`src/rtl/sparse_adder.sv`:
```
module sparse_adder #(
  parameter int WIDTH  = 64,
  parameter int SPARSE = 8
) (
  input  logic [WIDTH-1:0] a,
  input  logic [WIDTH-1:0] b,
  input  logic             cin,
  output logic [WIDTH-1:0] sum,
  output logic             cout
);
  localparam int NSEG  = WIDTH / SPARSE;
  localparam int HALF  = SPARSE / 2;
  localparam int NPAIR = WIDTH / 2;

  logic [WIDTH-1:0] g, p, c;
  logic [NPAIR-1:0] pg, pp, lg, lp;
  logic [NSEG-1:0]  segg, segp;
  logic [NSEG:0]    bc;

  assign g = a & b;
  assign p = a ^ b;

  genvar gi;
  generate
    for (gi = 0; gi < NPAIR; gi++) begin : g_pair
      assign pg[gi] = g[2*gi+1] | (p[2*gi+1] & g[2*gi]);
      assign pp[gi] = p[2*gi+1] & p[2*gi];
    end
    for (gi = 0; gi < NSEG; gi++) begin : g_seg
      assign segg[gi] = lg[gi*HALF + HALF - 1];
      assign segp[gi] = lp[gi*HALF + HALF - 1];
    end
  endgenerate

  always_comb begin
    logic [NPAIR-1:0] ng, nq;
    lg = pg;
    lp = pp;
    for (int d = 1; d < HALF; d = d * 2) begin
      ng = lg;
      nq = lp;
      for (int j = 0; j < NPAIR; j++) begin
        if ((j % HALF) >= d) begin
          ng[j] = lg[j] | (lp[j] & lg[j-d]);
          nq[j] = lp[j] & lp[j-d];
        end
      end
      lg = ng;
      lp = nq;
    end
  end

  always_comb begin
    logic [NSEG:0] xg, xp, ng, nq;
    xg = {segg, cin};
    xp = {segp, 1'b0};
    for (int d = 1; d <= NSEG; d = d * 2) begin
      ng = xg;
      nq = xp;
      for (int j = 0; j <= NSEG; j++) begin
        if (j >= d) begin
          ng[j] = xg[j] | (xp[j] & xg[j-d]);
          nq[j] = xp[j] & xp[j-d];
        end
      end
      xg = ng;
      xp = nq;
    end
    bc = xg;
  end

  always_comb begin
    for (int i = 0; i < WIDTH; i++) begin
      if ((i % SPARSE) == 0)
        c[i] = bc[i / SPARSE];
      else if ((i % 2) == 0)
        c[i] = lg[i/2 - 1] | (lp[i/2 - 1] & bc[i / SPARSE]);
      else
        c[i] = g[i-1] | (p[i-1] & c[i-1]);
    end
  end

  assign sum  = p ^ c;
  assign cout = bc[NSEG];

  always_comb begin
    for (int s = 0; s < NSEG; s++) begin

      seg_carry_chk: assert ((g[s*SPARSE+SPARSE-1] | (p[s*SPARSE+SPARSE-1] & c[s*SPARSE+SPARSE-1])) == bc[s+1])
        else $error("segment %0d top carry disagrees with boundary tree", s);
    end

    arith_chk: assert ({cout, sum} == ({1'b0, a} + {1'b0, b} + {{WIDTH{1'b0}}, cin}))
      else $error("sum mismatch");

    zero_operand_chk: assert (!((a == '0) && (b == '0)) || ((sum == {{(WIDTH-1){1'b0}}, cin}) && !cout))
      else $error("zero operands did not pass cin");

    full_prop_chk: assert (!(&p) || (cout == cin))
      else $error("all-propagate cout differs from cin");
  end
endmodule

```
`config.mk`:
```
export PLATFORM = sky130hd
export DESIGN_NAME = sparse_adder
export DESIGN_NICKNAME = d
export VERILOG_FILES = /design/src/rtl/sparse_adder.sv
export SDC_FILE = /design/constraint.sdc
export NUM_CORES = 1
export LEC_CHECK = 0
export ABC_AREA = 1
export BUFFER_PORTS_ARGS = -buffer_cell sky130_fd_sc_hd__buf_2
export CAP_MARGIN = 20
export CORE_MARGIN = 2
export CORE_UTILIZATION = 42
export DETAILED_ROUTE_END_ITERATION = 7
export PLACE_DENSITY_LB_ADDON = 0.15
export SETUP_SLACK_MARGIN = 0.02
export SYNTH_ARGS = -nofsm -noshare
export SYNTH_HDL_FRONTEND = slang
export SYNTH_SLANG_ARGS = --single-unit
```
`constraint.sdc`:
```
create_clock -name vclk -period 2
set_clock_uncertainty 0.05 [all_clocks]
set_input_delay 0.1 -clock vclk [all_inputs]
set_output_delay 0.1 -clock vclk [all_outputs]
set_load 0.01 [all_outputs]
```
==> results.tsv <==
stage	metric	value	unit
sta	setup_tns	-19.87	ns
finish	nFlopsAndLatches	0	
yosys	yosys.area_share.simple	0.264	
sta	worst_pin_slew	0.417	ns
sta	period_share	1.26	
finish	nets	969	
yosys	synth_cell_types	26	
yosys	seq_area_frac_synth	0	
floorplanning	core_area	7290	um2
yosys	synth_cells	440	
yosys	synth_compound_area_frac	0.0937	
worst_setup_path	crit_arrival	2.38	ns
global_route	grt_overflow	0	
drt	drt-initial-drc-count	187	
placement	gp_congestion	0.805	
global_route	grt_max_degree	6	
worst_hold_path	hold_depth	3	
placement	place_ws	-0.367	ns
finish	final_util	0.945	
sta	min_period	2.53	ns
worst_setup_path	startpoint_type	input port	
drt	met2WireLength	9390	um
yosys	synth_top_family_by_area	adder cells	
placement	port_buffers	194	
worst_hold_path	hp-start	a[10]	
floorplanning	num_io_pins	194	
outcome	outcome	complete, but fails checks	
worst_hold_path	holdPathEnd	sum[10]	
sta	slew_viol_final	0	
sta	slew_headroom	0.722	
drt	viasPerCell	5.73	
drt	drtAntennaViolNets	0	
yosys	synth_fp_nets	665	
yosys	synthMuxAreaShare	0	
pwr	p_per_area	393	nW/um2
yosys	synth-adder-area-share	0.456	
placement	dp_cells	815	
finish	final_cell_count_no_fill	841	
floorplanning	die_y	90.8	um
worst_setup_path	path_max_fanout	4	
worst_setup_path	worstPathRequired	1.85	ns
drt	dr.max_layer_used	met4	
floorplanning	initial_core_util	0.434	
floorplanning	dieArea	8240	um2
finish	drive_above_1_share	0.757	
drt	wl_per_cell	22.4	um
yosys	yosysTopAreaCellShare	0.253	
sta	report.final.setup_viol	61	
placement	place_hpwl	8080	um
flow_run	maxCapViolations	0	
drt	wl_met3	1550	um
sta	fmax	0.396	GHz
sta	hold_viol	0	
floorplanning	die_w	90.8	um
finish	syn_to_final_growth	118	%
worst_setup_path	crit_type	in -> out	
yosys	synth_top_cell_by_area	ha_1	
finish	diodes	0	
finish	n_clock_buffer	0	
yosys	synthTopCellsByArea	ha_1, fa_1, nand2_1	
pwr	ir_worst_vdd	0.000307	V
sta	setup_ws	-0.527	ns
outcome	failed_checks	negative setup slack	
pwr	finalPower	2710	uW
drt	drc	0	
drt	num_vias	4816	
yosys	synth-xor-area-share	0.0886	
drt	wl	18800	um
global_route	grt_pass1_vias	4654	
yosys	syn-mean-instance-area	7.19	um2
sta	rsz0062_at_grt	true	
worst_setup_path	cp-end-kind	output port	
yosys	netlist_area	3160	um2
finish	regArea	0	um2
floorplanning	fp-row-count	31	
yosys	ys_warn_count	0	
worst_hold_path	min_path_type	in -> out	
pwr	p_leak	0.00355	uW
global_route	antenna_found_initial	0	
global_route	grt_pass1_wl	21400	um
global_route	track_usage	0.312	
drt	wl_met1	5770	um
drt	dr.pass1.iters	5	
repair_timing:
action / in CTS / in global routing
hold buffers: 0 / 0
pin swaps: 66 / 62
gates resized for setup: 235 / 119
endpoints found under the setup margin: 55 / 58
setup buffers: 15 / 13
cloned: 0 / 0
worst max-delay path by stage:
stage,startpoint,endpoint,depth (start not counted)
6_report,a[40],sum[57],16
2_1_floorplan,a[7],sum[35],11
3_3_place_gp,a[49],sum[61],13
5_1_grt,a[43],sum[57],14
4_1_cts,a[35],sum[54],16
3_5_place_dp,a[19],sum[53],15
layout by cell type, fill, tap and decap left out, types with 12 or more instances in the layout:
| cell type | count |
|---|---|
| xor2_1 | 13 |
| inv_2 | 15 |
| buf_4 | 98 |
| buf_2 | 142 |
| ha_1 | 19 |
| nand2_4 | 27 |
| inv_1 | 62 |
| nand2_2 | 58 |
| a21oi_2 | 15 |
| buf_6 | 62 |
| ha_4 | 45 |
| nand3_4 | 12 |
| fa_2 | 29 |
| nor2_4 | 15 |
| nand2_1 | 43 |
where the power goes:
group	switching [uW]	internal (uW)	total, uW
clock	0	0	0
sequential	0	0	0
combinational	1370	1340	2710
routing by layer:
layer / GRT usage / up-vias
met1: 0.302 / 2223
met5: 0 / -
met2: 0.647 / 401
met3: 0.0509 / 203
met4: 0.110 / 0
li1: - / 1989
per-stage QoR:
stage	area (um2)	hold WS, ns
CTS	6270	0.534
global placement	4930	0.524
global route	6890	0.561
finish	6890	0.553
detailed placement	4930	0.522
floorplan	3220	0.338
Yosys cell counts, drive strengths merged (2+ instances only):
cell / number
o21ai: 2
a31o: 2
nor3: 2
a31oi: 2
fa: 32
ha: 64
a21o: 6
xnor2: 12
nand2: 129
nand3: 18
xor2: 20
inv: 80
a21oi: 30
nor2: 31
clkinv: 3
o21bai: 5
final cells by class:
cell class                 count  area [um2]
fill                         216         402
timing repair buffer         302        2140
inverter                      83         330
tap                           99         124
multi-input combinational    357        4290
cells by family (layout without fill, tap and decap cells):
| family | after synthesis | in the layout |
|---|---|---|
| AO/OA/AOI/OAI | 48 | 48 |
| XOR/XNOR | 32 | 32 |
| adder cells (fa/ha/maj) | 96 | 96 |
| buffers and inverters | 83 | 385 |
| AND/OR/NAND/NOR | 181 | 181 |
critical path, stage by stage:
cell     delay, ns
buf_2         0.12
ha_1          0.24
nand2_1       0.19
nand2_1       0.13
nand2_2       0.09
nand2_2       0.07
nand2_2       0.09
nand3_4       0.09
nand2_1       0.09
nand2_1       0.06
a21oi_2       0.14
nand2_4       0.11
buf_6         0.13
fa_2          0.33
xor2_1        0.20
buf_2         0.19
Power figures use the tool's default switching activity.
